<file path="config.mk">
export PLATFORM = sky130hd
export DESIGN_NAME = ddr_wap_seq
export DESIGN_NICKNAME = d
export VERILOG_FILES = /design/src/rtl/ddr_wap_pkg.sv /design/src/rtl/ddr_wap_timeline.sv /design/src/rtl/ddr_wap_cmd.sv /design/src/rtl/ddr_wap_burst.sv /design/src/rtl/ddr_wap_seq.sv
export SDC_FILE = /design/constraint.sdc
export NUM_CORES = 1
export LEC_CHECK = 0
export ABC_AREA = 1
export BUFFER_PORTS_ARGS = -buffer_cell sky130_fd_sc_hd__buf_2
export CORE_ASPECT_RATIO = 1.4
export CORE_UTILIZATION = 45
export DETAILED_ROUTE_END_ITERATION = 8
export PLACE_DENSITY = 0.69
export REMOVE_ABC_BUFFERS = 1
export SYNTH_ARGS = -nofsm -noshare
export SYNTH_HDL_FRONTEND = slang
export SYNTH_HIERARCHICAL = 1
export SYNTH_SLANG_ARGS = --single-unit
</file>
<file path="constraint.sdc">
create_clock -name clk -period 2.6 [get_ports clk]
set_input_delay 0.52 -clock clk [delete_from_list [all_inputs] [get_ports clk]]
set_output_delay 0.52 -clock clk [all_outputs]
set_load 0.02 [all_outputs]
</file>
<file path="src/rtl/ddr_wap_pkg.sv">
package ddr_wap_pkg;

  // Command encoding on {cs_n, ras_n, cas_n, we_n}
  typedef enum logic [3:0] {
    CMD_NOP   = 4'b0111,
    CMD_ACT   = 4'b0011,
    CMD_WRITE = 4'b0100
  } ddr_cmd_e;

  // Burst length is fixed by the transaction format
  localparam int unsigned BURST_LEN = 4;

  // Address bit that requests automatic precharge on WRITE
  localparam int unsigned AP_BIT = 10;

  function automatic int unsigned max_u(input int unsigned a, input int unsigned b);
    return (a > b) ? a : b;
  endfunction

endpackage

</file>
<file path="src/rtl/ddr_wap_timeline.sv">
// Tracks the age of the open transaction, counted from the ACTIVE cycle.
module ddr_wap_timeline #(
  parameter int unsigned T_END = 11,
  parameter int unsigned AGE_W = 4
) (
  input  logic             clk,
  input  logic             rst_n,
  input  logic             req_valid,
  output logic             req_ready,
  output logic             accept,
  output logic             busy,
  output logic             active_nxt,
  output logic [AGE_W-1:0] age_nxt
);

  localparam logic [AGE_W-1:0] LAST_AGE = AGE_W'(T_END - 1);

  logic             active_q;
  logic [AGE_W-1:0] age_q;

  assign req_ready = !active_q;
  assign accept    = req_valid && !active_q;
  assign busy      = active_q;

  always_comb begin
    active_nxt = active_q;
    age_nxt    = age_q;
    if (accept) begin
      active_nxt = 1'b1;
      age_nxt    = '0;
    end else if (active_q) begin
      if (age_q == LAST_AGE) begin
        active_nxt = 1'b0;
        age_nxt    = '0;
      end else begin
        age_nxt = age_q + AGE_W'(1);
      end
    end
  end

  always_ff @(posedge clk or negedge rst_n) begin
    if (!rst_n) begin
      active_q <= 1'b0;
      age_q    <= '0;
    end else begin
      active_q <= active_nxt;
      age_q    <= age_nxt;
    end
  end

endmodule

</file>
<file path="src/rtl/ddr_wap_cmd.sv">
// Command and address bus: ACTIVE on acceptance, WRITE with auto precharge at age TRCD.
module ddr_wap_cmd
  import ddr_wap_pkg::*;
#(
  parameter int unsigned ROW_W  = 13,
  parameter int unsigned COL_W  = 10,
  parameter int unsigned BANK_W = 2,
  parameter int unsigned AGE_W  = 4,
  parameter int unsigned TRCD   = 3
) (
  input  logic              clk,
  input  logic              rst_n,
  input  logic              accept,
  input  logic [BANK_W-1:0] req_bank,
  input  logic [ROW_W-1:0]  req_row,
  input  logic [COL_W-1:0]  req_col,
  input  logic              active_nxt,
  input  logic [AGE_W-1:0]  age_nxt,
  output logic [3:0]        cmd,
  output logic [ROW_W-1:0]  addr,
  output logic [BANK_W-1:0] ba
);

  localparam logic [AGE_W-1:0] WR_AGE = AGE_W'(TRCD);

  logic [COL_W-1:0]  col_q;
  logic [BANK_W-1:0] bank_q;
  logic [ROW_W-1:0]  wr_addr;
  ddr_cmd_e          cmd_d;
  logic [ROW_W-1:0]  addr_d;
  logic [BANK_W-1:0] ba_d;

  always_comb begin
    wr_addr              = '0;
    wr_addr[COL_W-1:0]   = col_q;
    wr_addr[AP_BIT]      = 1'b1;
  end

  always_comb begin
    cmd_d  = CMD_NOP;
    addr_d = '0;
    ba_d   = '0;
    if (accept) begin
      cmd_d  = CMD_ACT;
      addr_d = req_row;
      ba_d   = req_bank;
    end else if (active_nxt && (age_nxt == WR_AGE)) begin
      cmd_d  = CMD_WRITE;
      addr_d = wr_addr;
      ba_d   = bank_q;
    end
  end

  // Request fields needed later, clock-enabled on acceptance
  always_ff @(posedge clk or negedge rst_n) begin
    if (!rst_n) begin
      col_q  <= '0;
      bank_q <= '0;
    end else if (accept) begin
      col_q  <= req_col;
      bank_q <= req_bank;
    end
  end

  always_ff @(posedge clk or negedge rst_n) begin
    if (!rst_n) begin
      cmd  <= CMD_NOP;
      addr <= '0;
      ba   <= '0;
    end else begin
      cmd  <= cmd_d;
      addr <= addr_d;
      ba   <= ba_d;
    end
  end

endmodule

</file>
<file path="src/rtl/ddr_wap_burst.sv">
// Data, mask and strobe shaping, two phases per clock.
module ddr_wap_burst
  import ddr_wap_pkg::*;
#(
  parameter int unsigned DQ_W  = 8,
  parameter int unsigned AGE_W = 4,
  parameter int unsigned TRCD  = 3
) (
  input  logic                      clk,
  input  logic                      rst_n,
  input  logic                      accept,
  input  logic [BURST_LEN*DQ_W-1:0] req_data,
  input  logic [BURST_LEN-1:0]      req_mask,
  input  logic                      active_nxt,
  input  logic [AGE_W-1:0]          age_nxt,
  output logic                      dq_en,
  output logic [DQ_W-1:0]           dq_ph0,
  output logic [DQ_W-1:0]           dq_ph1,
  output logic                      dm_ph0,
  output logic                      dm_ph1,
  output logic [1:0]                dqs_en,
  output logic [1:0]                dqs_lvl
);

  localparam logic [AGE_W-1:0] PRE_AGE   = AGE_W'(TRCD);
  localparam logic [AGE_W-1:0] PAIR0_AGE = AGE_W'(TRCD + 1);
  localparam logic [AGE_W-1:0] PAIR1_AGE = AGE_W'(TRCD + 2);
  localparam logic [AGE_W-1:0] POST_AGE  = AGE_W'(TRCD + 3);
  localparam int unsigned      PAIRS     = BURST_LEN / 2;

  logic [BURST_LEN*DQ_W-1:0] data_q;
  logic [BURST_LEN-1:0]      mask_q;
  logic [DQ_W-1:0]           even_w [PAIRS];
  logic [DQ_W-1:0]           odd_w  [PAIRS];

  logic            dq_en_d;
  logic [DQ_W-1:0] ph0_d;
  logic [DQ_W-1:0] ph1_d;
  logic            dm0_d;
  logic            dm1_d;
  logic [1:0]      dqs_en_d;
  logic [1:0]      dqs_lvl_d;

  generate
    for (genvar p = 0; p < PAIRS; p++) begin : g_pair
      assign even_w[p] = data_q[(2*p)*DQ_W +: DQ_W];
      assign odd_w[p]  = data_q[(2*p+1)*DQ_W +: DQ_W];
    end
  endgenerate

  always_comb begin
    dq_en_d   = 1'b0;
    ph0_d     = '0;
    ph1_d     = '0;
    dm0_d     = 1'b0;
    dm1_d     = 1'b0;
    dqs_en_d  = 2'b00;
    dqs_lvl_d = 2'b00;
    if (active_nxt) begin
      if (age_nxt == PRE_AGE) begin
        dqs_en_d = 2'b10;
      end else if (age_nxt == PAIR0_AGE) begin
        dq_en_d   = 1'b1;
        ph0_d     = even_w[0];
        ph1_d     = odd_w[0];
        dm0_d     = mask_q[0];
        dm1_d     = mask_q[1];
        dqs_en_d  = 2'b11;
        dqs_lvl_d = 2'b01;
      end else if (age_nxt == PAIR1_AGE) begin
        dq_en_d   = 1'b1;
        ph0_d     = even_w[1];
        ph1_d     = odd_w[1];
        dm0_d     = mask_q[2];
        dm1_d     = mask_q[3];
        dqs_en_d  = 2'b11;
        dqs_lvl_d = 2'b01;
      end else if (age_nxt == POST_AGE) begin
        dqs_en_d = 2'b01;
      end
    end
  end

  always_ff @(posedge clk or negedge rst_n) begin
    if (!rst_n) begin
      data_q <= '0;
      mask_q <= '0;
    end else if (accept) begin
      data_q <= req_data;
      mask_q <= req_mask;
    end
  end

  always_ff @(posedge clk or negedge rst_n) begin
    if (!rst_n) begin
      dq_en   <= 1'b0;
      dq_ph0  <= '0;
      dq_ph1  <= '0;
      dm_ph0  <= 1'b0;
      dm_ph1  <= 1'b0;
      dqs_en  <= 2'b00;
      dqs_lvl <= 2'b00;
    end else begin
      dq_en   <= dq_en_d;
      dq_ph0  <= ph0_d;
      dq_ph1  <= ph1_d;
      dm_ph0  <= dm0_d;
      dm_ph1  <= dm1_d;
      dqs_en  <= dqs_en_d;
      dqs_lvl <= dqs_lvl_d;
    end
  end

endmodule

</file>
<file path="src/rtl/ddr_wap_seq.sv">
// Top: single-bank write with automatic precharge.
module ddr_wap_seq
  import ddr_wap_pkg::*;
#(
  parameter int unsigned ROW_W  = 13,
  parameter int unsigned COL_W  = 10,
  parameter int unsigned BANK_W = 2,
  parameter int unsigned DQ_W   = 8,
  parameter int unsigned TRCD   = 3,
  parameter int unsigned TWR    = 2,
  parameter int unsigned TRP    = 3,
  parameter int unsigned TRAS   = 6
) (
  input  logic                      clk,
  input  logic                      rst_n,
  input  logic                      req_valid,
  output logic                      req_ready,
  input  logic [BANK_W-1:0]         req_bank,
  input  logic [ROW_W-1:0]          req_row,
  input  logic [COL_W-1:0]          req_col,
  input  logic [BURST_LEN*DQ_W-1:0] req_data,
  input  logic [BURST_LEN-1:0]      req_mask,
  output logic                      bank_busy,
  output logic [3:0]                cmd,
  output logic [ROW_W-1:0]          addr,
  output logic [BANK_W-1:0]         ba,
  output logic                      dq_en,
  output logic [DQ_W-1:0]           dq_ph0,
  output logic [DQ_W-1:0]           dq_ph1,
  output logic                      dm_ph0,
  output logic                      dm_ph1,
  output logic [1:0]                dqs_en,
  output logic [1:0]                dqs_lvl
);

  // Last data ends at age TRCD+3; recovery then runs TWR cycles.
  localparam int unsigned WR_DONE = TRCD + 3 + TWR;
  localparam int unsigned T_PRE   = max_u(WR_DONE, TRAS);
  localparam int unsigned T_END   = T_PRE + TRP;
  localparam int unsigned AGE_W   = $clog2(T_END + 1);

  logic             accept;
  logic             active_nxt;
  logic [AGE_W-1:0] age_nxt;

  ddr_wap_timeline #(
    .T_END (T_END),
    .AGE_W (AGE_W)
  ) u_timeline (
    .clk        (clk),
    .rst_n      (rst_n),
    .req_valid  (req_valid),
    .req_ready  (req_ready),
    .accept     (accept),
    .busy       (bank_busy),
    .active_nxt (active_nxt),
    .age_nxt    (age_nxt)
  );

  ddr_wap_cmd #(
    .ROW_W  (ROW_W),
    .COL_W  (COL_W),
    .BANK_W (BANK_W),
    .AGE_W  (AGE_W),
    .TRCD   (TRCD)
  ) u_cmd (
    .clk        (clk),
    .rst_n      (rst_n),
    .accept     (accept),
    .req_bank   (req_bank),
    .req_row    (req_row),
    .req_col    (req_col),
    .active_nxt (active_nxt),
    .age_nxt    (age_nxt),
    .cmd        (cmd),
    .addr       (addr),
    .ba         (ba)
  );

  ddr_wap_burst #(
    .DQ_W  (DQ_W),
    .AGE_W (AGE_W),
    .TRCD  (TRCD)
  ) u_burst (
    .clk        (clk),
    .rst_n      (rst_n),
    .accept     (accept),
    .req_data   (req_data),
    .req_mask   (req_mask),
    .active_nxt (active_nxt),
    .age_nxt    (age_nxt),
    .dq_en      (dq_en),
    .dq_ph0     (dq_ph0),
    .dq_ph1     (dq_ph1),
    .dm_ph0     (dm_ph0),
    .dm_ph1     (dm_ph1),
    .dqs_en     (dqs_en),
    .dqs_lvl    (dqs_lvl)
  );

endmodule

</file>
==> results.sh <==
export IMPL_setup_viol=0
export IMPL_drtAntennaViolNets=0
export IMPL_top_signal_layer_used="met4"
export IMPL_number_of_drc_markers_after_the_initial_detailed_route_iteration=153
export IMPL_cp_required_ns=2.84
export IMPL_powerDensity_nw_per_um2=1279
export IMPL_slew_viol_final=0
export IMPL_timing_hold_violations_final=0
export IMPL_min_period_over_period_pct=78.33
export IMPL_layout_filler_cells=720
export IMPL_grt_max_degree=92
export IMPL_slew_headroom_pct=49.68
export IMPL_crit_type="flip-flop to flip-flop"
export IMPL_post_synth_instance_area_sq_um=3781
export IMPL_fin_setup_tns_ns=0
export IMPL_p_leak_nw=2.449
export IMPL_grt_antenna_before_repair=0
export IMPL_number_of_global_route_vias_before_repair=2711
export IMPL_coreArea_sq_um=8149
export IMPL_cts_repair_resize_count=0
export IMPL_start_kind="flip-flop"
export IMPL_final_core_util_pct=56.46
export IMPL_htree_num_levels=3
export IMPL_seq_area_frac_synth_pct=60.29
export IMPL_timing_critical_path_arrival_ns=2.28
export IMPL_peakVddDrop_v=0.0005828
export IMPL_post_synth_num_cell_types=26
export IMPL_design_die_area_sq_um=8778
export IMPL_routed_wl_um=7388
export IMPL_global_route_overflow_total=0
export IMPL_setup_worst_path_end_class="flip-flop"
export IMPL_netSwitchingPower_mw=2.210
export IMPL_port_buffers=105
export IMPL_power_internal_mw=3.674
export IMPL_synth_area_per_cell_sq_um=11.42
export IMPL_met3RoutedLength_um=458
export IMPL_unrepaired_setup_endpoints_after_global_routing="false"
export IMPL_final_min_clock_period_ns=2.037
export IMPL_cts_setup_buffers=0
export IMPL_die_w_um=79.47
export IMPL_grt_total_usage_pct=18.14
export IMPL_cts_buffers_inserted=9
export IMPL_comb_power_share_pct=38.2
export IMPL_design_portCount=108
export IMPL_worst_path_max_fanout=18
export IMPL_worstMarginPinSlew_ns=0.7539
export IMPL_post_cts_hold_buffer_count=0
export IMPL_r2r_slack_ns=0.56
export IMPL_p_sw_share_pct=37.56
export IMPL_rows=39
export IMPL_remaining_drc_errors=0
export IMPL_viasPerCell=4.933
export IMPL_synth_warning_count=6
export IMPL_insertedDiodeCount=0
export IMPL_hpwlAfterDp_um=4870
export IMPL_outcome="completed"
export IMPL_avgRoutedWirePerCell_um=13.68
export IMPL_layout_cells_most_common="sky130_fd_sc_hd__buf_2"
export IMPL_sequentialPowerShare_pct=39.3
export IMPL_starting_density_of_the_core_pct=46.40
export IMPL_fp_dieH_um=110.5
export IMPL_fraction_of_final_layout_cells_with_drive_strength_greater_than_1_pct=41.78
export IMPL_met1_length_um=3022
export IMPL_finish_net_count=497
export IMPL_wl_met2_um=3750
export IMPL_clk_insertion_delay_late_ns=0.33
export IMPL_setup_ws_ns=0.5633
export IMPL_whs_ns=0.1955
export IMPL_drtPass1Iterations=4
export IMPL_post_cts_clock_slew_at_the_launch_and_capture_registers_of_the_worst_setup_and_hold_paths_ns=0.06
export IMPL_power_frac_clock_pct=22.5
export IMPL_via_count=2664
export IMPL_synthToLayoutAreaGrowth_pct=21.67
export IMPL_cts_tree="yes"
export IMPL_worst_hold_path_type="input pin to async pin"
export IMPL_global_route_wire_length_before_repair_um=12150
export IMPL_layout_cells_most_common_list="104 x sky130_fd_sc_hd__buf_2, 89 x sky130_fd_sc_hd__dfrtp_1, 61 x sky130_fd_sc_hd__nand2_1"
export IMPL_drv_max_cap_violation_count=0
export IMPL_finalClockSkew_ns=0.005897
export IMPL_dpl_worst_slack_ns=0.5022
export IMPL_cts_root_buffer_cell="sky130_fd_sc_hd__clkbuf_16"
export IMPL_clk_path_buf_depth=2
export IMPL_yosys_register_bits=91
export IMPL_clock_fmax_ghz=0.4910
export IMPL_clock_sink_count=91
export IMPL_synth_cells=331
export IMPL_globalplace_congestion=0.8211
==> worst paths after layout <==
path | from | end | cells after the start
setup reg to reg | u_timeline/age_q[1] | u_burst/dq_ph1[0] | 9
hold / removal | rst_n | u_cmd/addr[10] | 2
min in group clk | req_row[12] | u_cmd/addr[12] | 3
max in group asynchronous | rst_n | u_burst/dqs_en[0] | 2
hold reg to reg | u_cmd/col_q[5] | u_cmd/col_q[5] | 2
setup / recovery | u_timeline/age_q[1] | u_burst/dq_ph1[0] | 9
==> critical path, stage by stage, from the launching register on <==
cell	delay, ns
sky130_fd_sc_hd__dfrtp_1	0.40
sky130_fd_sc_hd__inv_1	0.09
sky130_fd_sc_hd__nor2_1	0.06
sky130_fd_sc_hd__nand2_1	0.07
sky130_fd_sc_hd__nand2_1	0.07
sky130_fd_sc_hd__a21oi_1	0.42
sky130_fd_sc_hd__inv_2	0.08
sky130_fd_sc_hd__nor2_4	0.42
sky130_fd_sc_hd__nand3_1	0.15
sky130_fd_sc_hd__a21oi_1	0.18
==> cells by family (layout without fill, tap and decap cells) <==
family	count (synthesis)	count (layout)	synth area share (%)
other cells	2	2	0.1986
simple gates	120	120	14.63
compound gates	35	35	5.791
buf+inv	47	154	8.372
flops	91	91	60.29
mux	36	36	10.72
==> state kept, by name, summed over array words and instances, names as in the netlist <==
register          cells
u_burst/data_q       32
u_burst/dq_ph1        8
u_cmd/ba              2
u_cmd/col_q          10
u_cmd/addr           13
u_burst/dm_ph1        1
u_timeline/busy       1
u_burst/dm_ph0        1
u_burst/dq_ph0        8
u_cmd/bank_q          2
u_burst/dqs_lvl       1
u_cmd/cmd             2
u_burst/mask_q        4
u_timeline/age_q      4
u_burst/dqs_en        2
==> cell usage after synthesis, drive strengths merged <==
master | instances | area (sq um)
buf | 16 | 152.6
nor4 | 1 | 6.260
dfrtp | 89 | 2227
nor2 | 16 | 87.58
nand3 | 38 | 200.2
nand2 | 65 | 259.0
o21ai | 2 | 10.01
o21bai | 12 | 101.3
a21oi | 20 | 100.1
o21a | 1 | 7.510
conb | 2 | 7.510
clkbuf | 4 | 55.05
inv | 27 | 108.9
dfstp | 2 | 52.55
mux2 | 36 | 405.4
==> cell type report <==
class	instances	area, sq um	area share, %
flip-flops and latches	91	2280	49.55
multi-input cells	193	1185	25.75
repair buffers	111	585.6	12.73
clock buffers	12	266.5	5.793
well taps	102	127.6	2.774
inverters	27	108.9	2.366
clock inverters	4	47.55	1.033
==> stage by stage <==
step | instances | area [sq um] | power [mW]
4_1_cts | 540 | 4601 | 5.946
6_report | 540 | 4601 | 5.884
2_1_floorplan | 311 | 3573 | 3.812
3_3_place_gp | 524 | 4287 | 4.513
5_1_grt | 540 | 4601 | 6.262
3_5_place_dp | 524 | 4287 | 4.593
==> power groups by stage <==
stage               clock network (mW)  registers (mW)  logic [mW]
finish                            1.32            2.31        2.25
global route                      1.42            2.38        2.47
floorplan                            0            2.59        1.22
global placement                     0            2.32        2.19
detailed placement                   0            2.34        2.25
CTS                               1.37            2.32        2.26
==> routing by layer <==
| metal | up-vias | global-route usage, % |
|---|---|---|
| li1 | 1280 | - |
| met1 | 1283 | 22.23 |
| met2 | 88 | 28.66 |
| met3 | 13 | 4.545 |
| met4 | 0 | 10.30 |
| met5 | - | 0 |
(Power assumes the default switching activity.)
